`config.mk`:
```
export PLATFORM = sky130hd
export DESIGN_NAME = i2c_scl_phase_gen
export DESIGN_NICKNAME = d
export VERILOG_FILES = /design/src/rtl/i2c_phase_pkg.sv /design/src/rtl/scl_phase_dp.sv /design/src/rtl/scl_phase_ctl.sv /design/src/rtl/i2c_scl_phase_gen.sv
export SDC_FILE = /design/constraint.sdc
export NUM_CORES = 1
export LEC_CHECK = 0
export BUFFER_PORTS_ARGS = -buffer_cell sky130_fd_sc_hd__buf_2
export CORE_MARGIN = 2
export CORE_UTILIZATION = 63
export CTS_BUF_LIST = sky130_fd_sc_hd__clkbuf_8
export CTS_CLUSTER_DIAMETER = 50
export DETAILED_ROUTE_END_ITERATION = 8
export PLACE_DENSITY_LB_ADDON = 0.15
export RECOVER_POWER = 25
export SYNTH_ARGS = -nofsm -noshare
export SYNTH_HDL_FRONTEND = slang
export SYNTH_SLANG_ARGS = --single-unit
```
`constraint.sdc`:
```
create_clock -name clk -period 13.24 [get_ports clk]
set_input_delay 2.648 -clock clk [delete_from_list [all_inputs] [get_ports clk]]
set_output_delay 2.648 -clock clk [all_outputs]
set_load 0.01 [all_outputs]
```
`src/rtl/i2c_phase_pkg.sv`:
```
package i2c_phase_pkg;

  typedef enum logic [1:0] {
    CMD_START   = 2'd0,
    CMD_BIT     = 2'd1,
    CMD_RESTART = 2'd2,
    CMD_STOP    = 2'd3
  } cmd_e;

  // control -> datapath strobes
  typedef struct packed {
    logic cntClr;
    logic cntInc;
    logic freeClr;
    logic selHigh;   // 1: high target is H, 0: high target is S
  } dp_ctl_t;

  // datapath -> control compare results
  typedef struct packed {
    logic lowLast;
    logic chgHit;
    logic highLast;
    logic holdLast;
    logic busFree;
  } dp_flag_t;

endpackage

```
`src/rtl/scl_phase_dp.sv`:
```
module scl_phase_dp
  import i2c_phase_pkg::*;
#(
  parameter int CW = 16
) (
  input  logic          clk,
  input  logic          rstN,
  input  logic [CW-1:0] periodCnt,
  input  logic [CW-1:0] lowCnt,
  input  logic [CW-1:0] holdCnt,
  input  logic [CW-1:0] setupCnt,
  input  dp_ctl_t       ctl,
  output dp_flag_t      flags
);

  localparam logic [CW-1:0] MinPeriod = CW'(4);
  localparam logic [CW-1:0] One       = CW'(1);

  logic [CW-1:0] perEff, lowEff, highEff, holdEff, dsEff, chgPos, highTgt;
  logic [CW-1:0] cnt, freeCnt;

  // clamp the programmed counts to legal values
  always_comb begin
    perEff  = (periodCnt < MinPeriod) ? MinPeriod : periodCnt;
    lowEff  = (lowCnt == '0 || lowCnt >= perEff) ? (perEff >> 1) : lowCnt;
    highEff = perEff - lowEff;
    holdEff = (holdCnt == '0) ? One : holdCnt;
    dsEff   = (setupCnt == '0) ? One : setupCnt;
    chgPos  = (dsEff >= lowEff) ? '0 : (lowEff - One - dsEff);
    highTgt = ctl.selHigh ? highEff : holdEff;
  end

  // shared phase counter
  always_ff @(posedge clk or negedge rstN) begin
    if (!rstN)           cnt <= '0;
    else if (ctl.cntClr) cnt <= '0;
    else if (ctl.cntInc) cnt <= cnt + One;
  end

  // bus-free counter, saturates at the low count; all ones means free
  always_ff @(posedge clk or negedge rstN) begin
    if (!rstN)                 freeCnt <= '1;
    else if (ctl.freeClr)      freeCnt <= '0;
    else if (freeCnt < lowEff) freeCnt <= freeCnt + One;
  end

  always_comb begin
    flags.lowLast  = (cnt == lowEff - One);
    flags.chgHit   = (cnt == chgPos);
    flags.highLast = (cnt == highTgt - One);
    flags.holdLast = (cnt == holdEff - One);
    flags.busFree  = (freeCnt >= lowEff);
  end

  // clamped values always form a legal bit
  a_r2_clamp_legal: assert property (@(posedge clk) disable iff (!rstN)
    (perEff >= MinPeriod) && (lowEff != '0) && (lowEff < perEff));

endmodule

```
`src/rtl/scl_phase_ctl.sv`:
```
module scl_phase_ctl
  import i2c_phase_pkg::*;
(
  input  logic     clk,
  input  logic     rstN,
  input  logic     cmdValid,
  input  cmd_e     cmd,
  input  logic     sclIn,
  input  dp_flag_t flags,
  output dp_ctl_t  ctl,
  output logic     cmdReady,
  output logic     sclOut,
  output logic     sdaChg,
  output logic     sdaSample,
  output logic     done
);

  typedef enum logic [2:0] {
    S_IDLE, S_MARK, S_HOLD, S_PARK, S_LOW, S_HIGH
  } state_e;

  state_e st, nxt;
  cmd_e   kind, kindNxt;
  logic   doneQ, doneNxt;

  assign cmdReady = (st == S_IDLE && flags.busFree) || (st == S_PARK);

  always_comb begin
    nxt         = st;
    kindNxt     = kind;
    doneNxt     = 1'b0;
    ctl.cntClr  = 1'b0;
    ctl.cntInc  = 1'b0;
    ctl.freeClr = 1'b0;
    ctl.selHigh = (kind == CMD_BIT);
    unique case (st)
      S_IDLE: if (cmdValid && cmdReady && cmd == CMD_START) begin
        nxt        = S_MARK;
        ctl.cntClr = 1'b1;
      end
      S_MARK: nxt = S_HOLD;
      S_HOLD: begin
        ctl.cntInc = 1'b1;
        if (flags.holdLast) begin
          nxt     = S_PARK;
          doneNxt = 1'b1;
        end
      end
      S_PARK: if (cmdValid && cmd != CMD_START) begin
        nxt        = S_LOW;
        kindNxt    = cmd;
        ctl.cntClr = 1'b1;
      end
      S_LOW: begin
        ctl.cntInc = 1'b1;
        if (flags.lowLast) begin
          nxt        = S_HIGH;
          ctl.cntClr = 1'b1;
        end
      end
      S_HIGH: if (sclIn) begin
        ctl.cntInc = 1'b1;
        if (flags.highLast) begin
          unique case (kind)
            CMD_RESTART: begin
              nxt        = S_HOLD;
              ctl.cntClr = 1'b1;
            end
            CMD_STOP: begin
              nxt         = S_IDLE;
              ctl.freeClr = 1'b1;
              doneNxt     = 1'b1;
            end
            default: begin
              nxt     = S_PARK;
              doneNxt = 1'b1;
            end
          endcase
        end
      end
      default: nxt = S_IDLE;
    endcase
  end

  always_ff @(posedge clk or negedge rstN) begin
    if (!rstN) begin
      st    <= S_IDLE;
      kind  <= CMD_BIT;
      doneQ <= 1'b0;
    end else begin
      st    <= nxt;
      kind  <= kindNxt;
      doneQ <= doneNxt;
    end
  end

  assign sclOut    = (st == S_IDLE) || (st == S_MARK) || (st == S_HOLD) || (st == S_HIGH);
  assign sdaChg    = (st == S_MARK) || (st == S_LOW && flags.chgHit) ||
                     (st == S_HIGH && sclIn && flags.highLast && kind != CMD_BIT);
  assign sdaSample = (st == S_HIGH) && sclIn && flags.highLast && (kind == CMD_BIT);
  assign done      = doneQ;

  // done is a single-cycle pulse
  a_r3_done_single: assert property (@(posedge clk) disable iff (!rstN)
    done |=> !done);
  // sampling happens only with SCL released and seen high
  a_r3_sample_released: assert property (@(posedge clk) disable iff (!rstN)
    sdaSample |-> (sclOut && sclIn));
  // a stretched line keeps the block in its high phase
  a_r5_stretch_wait: assert property (@(posedge clk) disable iff (!rstN)
    (st == S_HIGH && !sclIn) |=> (st == S_HIGH && sclOut));
  // first idle cycle after a STOP is never ready
  a_r9_bus_free: assert property (@(posedge clk) disable iff (!rstN)
    (st == S_IDLE && $past(st) == S_HIGH) |-> !cmdReady);
  // START while parked leaves the block parked
  a_r10_park_ignore: assert property (@(posedge clk) disable iff (!rstN)
    (st == S_PARK && cmdValid && cmd == CMD_START) |=> (st == S_PARK && !done));

endmodule

```
`src/rtl/i2c_scl_phase_gen.sv`:
```
module i2c_scl_phase_gen
  import i2c_phase_pkg::*;
#(
  parameter int CW = 16
) (
  input  logic          clk,
  input  logic          rstN,
  input  logic [CW-1:0] periodCnt,
  input  logic [CW-1:0] lowCnt,
  input  logic [CW-1:0] holdCnt,
  input  logic [CW-1:0] setupCnt,
  input  logic          cmdValid,
  input  logic [1:0]    cmd,
  output logic          cmdReady,
  input  logic          sclIn,
  output logic          sclOut,
  output logic          sdaChg,
  output logic          sdaSample,
  output logic          done
);

  dp_ctl_t  ctl;
  dp_flag_t flags;

  scl_phase_ctl u_ctl (
    .clk       (clk),
    .rstN      (rstN),
    .cmdValid  (cmdValid),
    .cmd       (cmd_e'(cmd)),
    .sclIn     (sclIn),
    .flags     (flags),
    .ctl       (ctl),
    .cmdReady  (cmdReady),
    .sclOut    (sclOut),
    .sdaChg    (sdaChg),
    .sdaSample (sdaSample),
    .done      (done)
  );

  scl_phase_dp #(.CW(CW)) u_dp (
    .clk       (clk),
    .rstN      (rstN),
    .periodCnt (periodCnt),
    .lowCnt    (lowCnt),
    .holdCnt   (holdCnt),
    .setupCnt  (setupCnt),
    .ctl       (ctl),
    .flags     (flags)
  );

  // released bus is never sampled or strobed together with a change
  a_r1_strobe_excl: assert property (@(posedge clk) disable iff (!rstN)
    !(sdaChg && sdaSample));

endmodule

```
==> results of run 1 <==
[kinds of logic after synthesis]
family,Yosys count
buf+inv,135
flops,38
compound gates,273
simple gates,440
mux,14
fa+ha+maj,85
xor+xnor,108
[power by group]
group	switching (mW)	total [mW]	internal, mW
sequential	0.0614	0.213	0.152
combinational	0.419	0.699	0.280
clock	0.0454	0.121	0.0755
total	0.526	1.03	0.508
[area by class of cell]
class                           count  share of cell area [%]
Sequential cell                    38                    11.3
Multi-Input combinational cell    920                    76.5
Clock buffer                        5                   0.803
Inverter                           60                    2.63
Tap cell                          172                    2.51
Timing Repair Buffer               86                    5.36
Clock inverter                      3                   0.803
[worst max-delay path by stage]
| stage | startpoint | endpoint | slack (ns) | cells past startpoint |
|---|---|---|---|---|
| final | periodCnt[6] | sdaChg | 0.47 | 28 |
| after global routing | periodCnt[15] | sdaChg | 0.07 | 28 |
| after CTS | periodCnt[6] | sdaChg | 0.62 | 28 |
| after detailed placement | periodCnt[6] | sdaChg | 0.64 | 28 |
| after global placement | periodCnt[6] | sdaChg | 0.65 | 28 |
| after floorplan | periodCnt[6] | sdaChg | 1.19 | 28 |
[metrics by stage]
step                      cells  util, %  worst slack, ns  cell area [um2]
after floorplan            1093        -             1.19             8060
after global placement     1276     67.1            0.650             8430
after detailed placement   1276     67.1            0.642             8430
after CTS                  1284     68.2            0.619             8570
after global routing       1284     68.2           0.0727             8570
final                      1284     68.2            0.474             8570
[cell usage after synthesis (13+ instances only)]
master / number / share of area [%]
o21ai_0: 41 / 2.5
nand2b_1: 14 / 1.1
a31oi_1: 15 / 1.2
nand3_1: 35 / 2.2
nand2_1: 80 / 3.7
ha_1: 81 / 13
o211ai_1: 13 / 1.2
xnor2_1: 67 / 7.3
inv_1: 60 / 2.8
o21a_1: 17 / 1.6
or3_1: 14 / 1.1
xor2_1: 41 / 4.5
nor3_1: 42 / 2.6
nor2_1: 102 / 4.8
a21oi_1: 64 / 4.0
dfstp_2: 17 / 5.5
nand4_1: 19 / 1.5
nor4_1: 17 / 1.3
and3_1: 21 / 1.6
a21o_1: 21 / 2.0
clkbuf_1: 58 / 2.7
dfrtp_1: 21 / 6.5
[critical path: cells and delay by family]
kind / cells / cell delay, ns
simple gates: 12 / 3.66
compound gates: 8 / 1.94
fa+ha+maj: 3 / 0.94
buf+inv: 4 / 0.55
mux: 1 / 0.36
[flip-flops by register name, indices dropped and copies added (netlist names)]
| register | cells |
|---|---|
| u_dp.cnt | 16 |
| u_ctl.st | 3 |
| u_ctl.kind | 2 |
| u_ctl.done | 1 |
| u_dp.freeCnt | 16 |
[layer usage]
layer | share of wire [%] | up-vias | GRT usage [%] | wire length, um
met1 | 43 | 3906 | 48.9 | 10800
met5 | 0 | - | 0 | 0
met3 | 8.3 | 80 | 6.49 | 2100
met4 | 3.9 | 0 | 13.9 | 1000
met2 | 45 | 372 | 62.1 | 11500
li1 | - | 4030 | - | -
==> summary.md, run 1 <==
| Metric | Value |
|---|---|
| Status | `finished with violations` |
| Failing checks | `capacitance limit, slew limit` |
| Ports | `between 70 and 80` |
| CTS tree | `yes` |
| Row count | `41` |
| # DRC | `0` |
| Floorplan core area | `12600 um2` |
| Pwr Total | `about 1.0 mW` |
| Area of the multi-input gates | `between 6000 and 7000 um2` |
| Yosys reg bits | `38` |
| Crit path max fanout | `14` |
| Most frequent cells in the layout | `101 x nor2_1, 81 x ha_1, 80 x nand2_1` |
| Slew @ Worst Pin | `2.11 ns` |
| First-pass GRT wire length | `between 40 and 50 mm` |
| Drt wl/cell | `around 20 um` |
| Leak | `~3.7 nW` |
| Max VDD drop | `0.0791 mV` |
| Syn Inst Count | `roughly 1100` |
| Detailed Route Iter0 Violations | `between 800 and 900` |
| H-Tree Level Count | `2` |
| Max stage delay on crit path | `~0.52 ns` |
| Post-synth EDFFs | `0` |
| Hold Path Stages | `2` |
| Layout fillers | `~1200` |
| Nets | `approximately 1300` |
| Num CTS Buffers | `5` |
| Reg-to-reg startpoint | `u_ctl.kind[1]$_DFFE_PN0P_` |
| Crit. End Element | `output pin` |
| Pwr/cell area | `between 100 and 150 nW/um2` |
| WHS | `approximately 0.57 ns` |
| Die Y | `approximately 120 um` |
| PostCTS Resize Cnt | `0` |
| DRT Wirelength | `~25 mm` |
| Vias | `approximately 8400` |
| CP required | `about 11 ns` |
| Max cap viols | `1` |
| Yosys cell types | `between 90 and 100` |
| Synth Area in Simple Gates | `between 30% and 40%` |
| Hold path start | `u_dp.freeCnt[9]$_DFFE_PN1P_` |
| Fin crit period | `12.77 ns` |
| Register area | `roughly 970 um2` |
| Max Clk Rate | `a little under 0.08 GHz` |
| Number of global-route vias before repair | `~7800` |
| Crit path arrival time | `10.12 ns` |
| Clk slew on worst S/H paths | `roughly 0.070 ns` |
| Period utilization | `approximately 96%` |
| Post-synthesis sequential area ratio | `approximately 12%` |
| CTS sink cnt | `38` |
| Die Span X | `around 120 um` |
| XOR/XNOR share of the synthesized area | `roughly an eighth` |
| Netlist Area Pre-Place | `8060 um2` |
| Min-Delay Path Class | `reg -> reg` |
| Initial antenna violation count | `0` |
| Remaining antenna violation count after routing | `0` |
| Main flop type after synthesis | `dfrtp_1` |
| Port buffer count | `74` |
| Setup violators final | `0` |
| Combinational family with the most area after synthesis | `simple AND/OR/NAND/NOR gates` |
| Clk_skew | `0.00894 ns` |
| Deepest clock path buffer count | `2` |
| Mapped Nets | `approximately 1200` |
| Setup Fix Bufs, Post-CTS | `0` |
| GRT Total Usage | `37.5%` |
| Async SR Flop Fraction | `100%` |
| Placed wire-length estimate | `roughly 20 mm` |
| Cells on worst reg2reg path | `13` |
| RSZ-0062 raised after global routing | `no` |
| Worst skew pair latency | `slightly above 0.3 ns` |
| Slew Viols, Final | `39` |
| Share of cells above drive strength 1 | `between 10% and 20%` |
| Setup TNS Final | `0 ns` |
| Synth warn | `0` |
| Hold endpoint | `u_dp.freeCnt[9]$_DFFE_PN1P_` |
| Area Growth Syn to Fin | `6.34%` |
| Initial core utilization | `64.1%` |
| Slew Limit Headroom | `-40.3%` |
| Setup slack, reg-to-reg | `~9 ns` |
| TritonRoute pass-1 iters | `5` |
| Largest net degree at the start of global routing | `39` |
| Capturing point of the worst reg2reg path | `u_dp.cnt[8]$_DFFE_PN0P_` |
| Root buffer cell | `clkbuf_8` |
| Antenna Cells | `0` |
| Compound-Gate Fraction of Synth Area | `between 20% and 30%` |
| Adder-cell share of the synthesized area | `a little over an eighth` |
| WS Path Type | `in -> out` |
| CTS Hold Bufs | `0` |
| Post-synthesis mux area share | `about 1.8%` |
| CP Launch Type | `input pin` |
| Remaining Overflow, GRT | `0` |
| Slowest CP cell | `nor4b_1` |
| Synthesized area per cell | `between 7 and 8 um2` |
| Commonest non-fill, non-tap cell in the layout | `nor2_1` |
| Die Area | `roughly 14000 um2` |
| Via-to-Cell Ratio | `6.53` |
| RePlAce Congestion | `between 1 and 1.5` |
| Final Hold Viols | `0` |
Note: power is estimated with default switching activity, not from simulation.
==> inputs of run 2 (changes only) <==
GPL_TIMING_DRIVEN = 0   (was unset)
==> run 2 against run 1 <==
The run still ends with capacitance limit, slew limit left. Wire length barely moved. Non-clock buffer count rose by 68. Sequential share of layout area fell by 0.39 points. Largest power group unchanged. Hold slack got worse by 0.015 ns.
==> summary.md, run 2 (synthesis results as in run 1) <==
| Metric | Value |
|---|---|
| Status | `finished with violations` |
| Failing checks | `capacitance limit, slew limit` |
| # DRC | `0 (unchanged)` |
| CTS sink cnt | `38 (unchanged)` |
| Min-Delay Path Class | `reg -> reg` |
| Crit path buffers/inverters | `5 (+1)` |
| Max stage delay on crit path | `0.55 ns (+0.03 ns)` |
| CP Launch Type | `input pin` |
| Worst skew pair latency | `0.30 ns (about the same)` |
| Slew Limit Headroom | `-35.6% (+4.7 points)` |
| Crit path max fanout | `10 (-4)` |
| Remaining Overflow, GRT | `0 (unchanged)` |
| Port buffer count | `73 (-1.4%)` |
| Final Hold Viols | `0 (unchanged)` |
| Fin crit period | `12.93 ns (+0.168 ns)` |
| Clk_skew | `0.0105 ns (+0.00158 ns)` |
| Initial antenna violation count | `0 (unchanged)` |
| Layout fillers | `1140 (-1.6%)` |
| Period utilization | `97.7% (+1.3 points)` |
| Placed wire-length estimate | `20.4 mm (+0.82%)` |
| Number of global-route vias before repair | `7983 (+2.5%)` |
| Ports | `75 (unchanged)` |
| WS Path Type | `in -> out` |
| GRT Total Usage | `37.8% (+0.31 points)` |
| Crit path arrival time | `10.29 ns (+0.17 ns)` |
| DR top layer | `met4` |
| Slew @ Worst Pin | `2.03 ns (-0.0710 ns)` |
| Die Area | `13700 um2 (unchanged)` |
| Deepest clock path buffer count | `2 (unchanged)` |
| Met3 WL post-DR | `2.27 mm (+8.4%)` |
| CTS Hold Bufs | `0 (unchanged)` |
| Crit. End Element | `output pin` |
| Drt wl/cell | `18.8 um (-5.0%)` |
| Nets | `1332 (+5.4%)` |
| Leak | `3.78 nW (+2.1%)` |
| Via-to-Cell Ratio | `6.44 (-1.5%)` |
| CP dominant cell by count | `buf_2` |
| Clk slew on worst S/H paths | `0.07 ns (about the same)` |
| Post-Layout Cell Count | `1352 (+5.3%)` |
| RePlAce Congestion | `1.03 (+0.50%)` |
| Initial core utilization | `64.1% (unchanged)` |
| TritonRoute pass-1 iters | `6 (+1)` |
| Biggest regs | `u_dp.cnt x16, u_dp.freeCnt x16, u_ctl.st x3` |
| CTS tree | `yes` |
| Final Util | `70.6% (+2.4 points)` |
| Pwr Total | `1.01 mW (-2.1%)` |
| Row count | `41 (unchanged)` |
| Setup slack, reg-to-reg | `8.37 ns (-0.37 ns)` |
| Remaining antenna violation count after routing | `0 (unchanged)` |
| Max cap viols | `1 (unchanged)` |
| Vias | `8701 (+3.7%)` |
| Floorplan core area | `12600 um2 (unchanged)` |
| Setup violators final | `0 (unchanged)` |
| Worst path depth | `29 (+3.6%)` |
| Die Y | `117 um (unchanged)` |
| Num CTS Buffers | `5 (unchanged)` |
| Pwr/cell area | `114 nW/um2 (-5.5%)` |
| Detailed Route Iter0 Violations | `842 (+2.9%)` |
| CP startpoint | `periodCnt[5]` |
| Reg-to-reg startpoint | `u_ctl.kind[0]$_DFFE_PN1P_` |
| Cells on worst reg2reg path | `11 (-2)` |
| First-pass GRT wire length | `40.8 mm (+1.9%)` |
| Met2 WL post-DR | `11.2 mm (-2.4%)` |
| Root buffer cell | `clkbuf_8` |
| Slew Viols, Final | `39 (unchanged)` |
| Delay-heaviest family, CP | `simple AND/OR/NAND/NOR gates` |
| Largest net degree at the start of global routing | `39 (unchanged)` |
| Routed length on met1 | `10.9 mm (+1.1%)` |
| Commonest non-fill, non-tap cell in the layout | `nor2_1` |
| Most frequent cells in the layout | `100 x nor2_1, 81 x ha_1, 80 x nand2_1` |
| DRT Wirelength | `25.4 mm (about the same)` |
| Slowest CP cell | `a21oi_1` |
| Share of cells above drive strength 1 | `15.3% (+0.41 points)` |
| Placed cells | `1338 (+4.9%)` |
| CP required | `10.59 ns (about the same)` |
| Antenna Cells | `0 (unchanged)` |
| Capturing point of the worst reg2reg path | `u_dp.cnt[11]$_DFFE_PN0P_` |
| Max VDD drop | `0.0545 mV (-31%)` |
| Critical Path End | `sdaChg` |
| H-Tree Level Count | `2 (unchanged)` |
| Die Span X | `117 um (unchanged)` |
| Max Clk Rate | `0.0773 GHz (-1.3%)` |
| Area Growth Syn to Fin | `10.1%` |
==> run 2: tightest hold or removal path, delay by kind of cell (launching register included) <==
| family | cells | cell delay (ns) |
|---|---|---|
| XOR/XNOR | 1 | 0.14 |
| flip-flops | 1 | 0.38 |
| AND/OR/NAND/NOR | 1 | 0.04 |
==> run 2: what timing repair did <==
item / 4_1_cts / 5_1_grt
resized for setup: 9 / 17
buffers inserted: 2 / 4
pin swaps: 1 / 6
setup endpoints to repair: 2 / 2
==> run 2: how the worst min path moves through the flow <==
stage / start / end / slack, ns / depth (start not counted)
after floorplan: u_dp.freeCnt[1]$_DFFE_PN1P_ / u_dp.freeCnt[1]$_DFFE_PN1P_ / 0.53 / 2
after global placement: u_dp.freeCnt[15]$_DFFE_PN1P_ / u_dp.freeCnt[15]$_DFFE_PN1P_ / 0.54 / 2
after detailed placement: u_dp.freeCnt[15]$_DFFE_PN1P_ / u_dp.freeCnt[15]$_DFFE_PN1P_ / 0.54 / 2
after CTS: u_dp.freeCnt[15]$_DFFE_PN1P_ / u_dp.freeCnt[15]$_DFFE_PN1P_ / 0.55 / 2
after global routing: u_dp.freeCnt[15]$_DFFE_PN1P_ / u_dp.freeCnt[15]$_DFFE_PN1P_ / 0.57 / 2
final: u_dp.freeCnt[15]$_DFFE_PN1P_ / u_dp.freeCnt[15]$_DFFE_PN1P_ / 0.55 / 2
==> run 2: layout make-up <==
cell class / count / area, um2 / area share (%)
sequential: 38 / 972 / 11.0
multi-input combinational: 920 / 6640 / 74.9
tap: 172 / 215 / 2.43
clock inverter: 2 / 12.5 / 0.141
clock buffer: 6 / 82.6 / 0.931
buffer: 75 / 314 / 3.54
timing repair buffer: 79 / 409 / 4.61
inverter: 60 / 225 / 2.54
==> run 2: per-stage QoR <==
| stage | TNS (ns) | worst slack [ns] | hold slack, ns | cell area, um2 |
|---|---|---|---|---|
| 6_report | 0 | 0.306 | 0.553 | 8870 |
| 5_1_grt | -0.000246 | -0.000246 | 0.574 | 8870 |
| 4_1_cts | 0 | 0.0746 | 0.553 | 8770 |
| 3_5_place_dp | -1.31 | -0.785 | 0.542 | 8640 |
| 3_3_place_gp | -1.38 | -0.818 | 0.536 | 8640 |
| 2_1_floorplan | 0 | 1.19 | 0.527 | 8060 |
==> run 2: per-layer routing <==
layer  GRT usage, %  vias up
li1               -     4169
met1           51.7     4010
met2           60.8      450
met3           5.30       72
met4           13.6        0
met5              0        -
==> run 2: power breakdown <==
| group | internal [mW] | total (mW) | leakage [nW] | switching (mW) |
|---|---|---|---|---|
| registers | 0.152 | 0.180 | 0.458 | 0.0283 |
| logic | 0.289 | 0.745 | 3.27 | 0.455 |
| clock network | 0.0419 | 0.0867 | 0.0472 | 0.0448 |
==> inputs of run 3 (changes only) <==
CORE_UTILIZATION = 60   (was 63)
==> run 3 against run 2 <==
The flow still finishes with violations (capacitance limit, slew limit). Core utilization fell by 3.3 points. Total power rose by 0.78%. Largest power group unchanged. Setup slack worse by 0.072 ns.
==> summary.md, run 3 (synthesis results as in run 1) <==
| Metric | Value |
|---|---|
| Status | `finished with violations` |
| Failing checks | `capacitance limit, slew limit` |
| WHS | `0.566 ns (+0.0127 ns)` |
| Placed Area | `8640 um2 (about the same)` |
| Initial core utilization | `61.1% (-3.0 points)` |
| Logic gate share of total power | `72.7% (-0.9 points)` |
| Clk_skew | `0.0116 ns (+0.00104 ns)` |
| Capturing point of the worst reg2reg path | `u_dp.cnt[15]$_DFFE_PN0P_` |
| Hold Path Stages | `2 (unchanged)` |
| Setup TNS Final | `0 ns (unchanged)` |
| Via-to-Cell Ratio | `6.36 (-1.2%)` |
| CTS tree | `yes` |
| Placed cells | `1342 (+0.30%)` |
| Clk slew on worst S/H paths | `0.07 ns (about the same)` |
| Min-Delay Path Class | `reg -> reg` |
| Remaining antenna violation count after routing | `0 (unchanged)` |
| Biggest regs | `u_dp.cnt x16, u_dp.freeCnt x16, u_ctl.st x3` |
| Detailed Route Iter0 Violations | `748 (-11%)` |
| # DRC | `0 (unchanged)` |
| Crit path max fanout | `10 (unchanged)` |
| CP required | `10.59 ns (about the same)` |
| Setup violators final | `0 (unchanged)` |
| DRT Wirelength | `25.1 mm (-0.99%)` |
| Period utilization | `98.2% (+0.55 points)` |
| Hold path start | `u_dp.freeCnt[15]$_DFFE_PN1P_` |
| Leak | `3.77 nW (-0.28%)` |
| Largest net degree at the start of global routing | `39 (unchanged)` |
| Drt wl/cell | `18.6 um (-0.92%)` |
| Crit. End Element | `output pin` |
| H-Tree Level Count | `2 (unchanged)` |
| Initial antenna violation count | `0 (unchanged)` |
| Port buffer count | `73 (unchanged)` |
| CTS sink cnt | `38 (unchanged)` |
| First-pass GRT wire length | `40.7 mm (-0.25%)` |
| CP Launch Type | `input pin` |
| GRT Total Usage | `35.2% (-2.6 points)` |
| Nets | `1327 (-0.38%)` |
| Pwr Total | `1.02 mW (+0.78%)` |
| Max VDD drop | `0.0526 mV (-3.6%)` |
| Seq pwr share | `17.6% (-0.2 points)` |
| Max Clk Rate | `0.0769 GHz (-0.56%)` |
| Num CTS Buffers | `5 (unchanged)` |
| Share of cells above drive strength 1 | `14.9% (-0.45 points)` |
| Clk network pwr share | `9.7% (+1.1 points)` |
| Internal | `0.492 mW (+1.8%)` |
| Crit path arrival time | `10.36 ns (+0.07 ns)` |
| Post-Layout Cell Count | `1351 (-0.074%)` |
| Max cap viols | `1 (unchanged)` |
| Slew Viols, Final | `39 (unchanged)` |
| Placed wire-length estimate | `20.1 mm (-1.1%)` |
| Slew Limit Headroom | `-37.9% (-2.3 points)` |
| Hold endpoint | `u_dp.freeCnt[15]$_DFFE_PN1P_` |
| Net Sw Power | `0.528 mW (-0.17%)` |
| Ports | `75 (unchanged)` |
| Number of global-route vias before repair | `7869 (-1.4%)` |
| Switching Fraction | `51.8% (-0.49 points)` |
| Area Growth Syn to Fin | `10.1% (unchanged)` |
| TritonRoute pass-1 iters | `5 (-1)` |
| Floorplan core area | `13200 um2 (+4.9%)` |
| Slowest CP cell | `or3_1` |
| Slew @ Worst Pin | `2.07 ns (+0.0344 ns)` |
| Setup slack, reg-to-reg | `8.41 ns (+0.04 ns)` |
| RePlAce Congestion | `1.01 (-2.4%)` |
| Final Hold Viols | `0 (unchanged)` |
| Root buffer cell | `clkbuf_8` |
| Die Span X | `120 um (+2.4%)` |
| Design Area, Final | `8870 um2 (unchanged)` |
| Row count | `42 (+2.4%)` |
| Worst skew pair latency | `0.31 ns (about the same)` |
| Antenna Cells | `0 (unchanged)` |
| Commonest non-fill, non-tap cell in the layout | `nor2_1` |
| Die Y | `120 um (+2.4%)` |
| Fin crit period | `13.01 ns (+0.0723 ns)` |
| Die Area | `14400 um2 (+4.8%)` |
| WS Path Type | `in -> out` |
| Most frequent cells in the layout | `101 x nor2_1, 81 x ha_1, 80 x nand2_1` |
| Reg-to-reg startpoint | `u_ctl.kind[0]$_DFFE_PN1P_` |
| Pwr/cell area | `115 nW/um2 (+0.78%)` |
| Vias | `8586 (-1.3%)` |
| Max stage delay on crit path | `0.45 ns (-0.10 ns)` |
| Remaining Overflow, GRT | `0 (unchanged)` |
| Cells on worst reg2reg path | `11 (unchanged)` |
| Deepest clock path buffer count | `2 (unchanged)` |
[run 3: cell count changes in the layout (fill, tap and decap cells not counted), sizes merged]
cell      before  now
bufinv         0    1
inv           60   61
clkbuf        67   66
clkinvlp       1    0
buf           93   88
[run 3: layout make-up]
class,count,area [um2]
plain buffers,75,314
clock buffers,5,68.8
clock inverters,3,37.5
fillers,1214,4320
inverters,60,225
multi-input cells,920,6660
flip-flops and latches,38,972
well taps,176,220
repair buffers,74,372
[run 3: how the worst max path moves through the flow]
stage                  start     end  slack [ns]
2_1_floorplan   periodCnt[6]  sdaChg        1.19
3_3_place_gp    periodCnt[6]  sdaChg       -0.82
3_5_place_dp    periodCnt[6]  sdaChg       -0.80
4_1_cts        periodCnt[10]  sdaChg        0.02
5_1_grt         periodCnt[5]  sdaChg      -0.002
6_report        periodCnt[5]  sdaChg        0.23
[run 3: worst max-delay path: cells and delay by family]
kind                       cells  cell delay [ns]
and+or+nand+nor               12             2.80
AOI/OAI and AO/OA             10             2.54
adders and majority gates      3             0.94
buffers and inverters          8             1.41
[run 3: routing by layer]
metal,share of wire [%],wire length [um],global-route usage (%)
met4,3.8,963,13.6
met1,45,11200,50.1
met5,0,0,0
met2,44,11000,55.0
met3,7.7,1930,3.23
[run 3: per-stage QoR]
stage / worst slack [ns] / utilization [%]
2_1_floorplan: 1.19 / -
3_3_place_gp: -0.820 / 65.5
3_5_place_dp: -0.799 / 65.5
4_1_cts: 0.0241 / 66.6
5_1_grt: -0.00191 / 67.3
6_report: 0.234 / 67.3
[run 3: power by group through the flow]
| stage | clock (mW) | combinational [mW] | sequential, mW |
|---|---|---|---|
| floorplan | 0 | 0.540 | 0.171 |
| global placement | 0 | 0.696 | 0.179 |
| detailed placement | 0 | 0.707 | 0.180 |
| CTS | 0.100 | 0.714 | 0.179 |
| global route | 0.104 | 0.817 | 0.184 |
| finish | 0.0986 | 0.741 | 0.180 |
[run 3: timing repair]
item                       4_1_cts  5_1_grt
setup buffers                    1        0
gates resized for setup          9       21
setup endpoints to repair        2        2
hold buffers                     0        0
pin swaps                        1        2
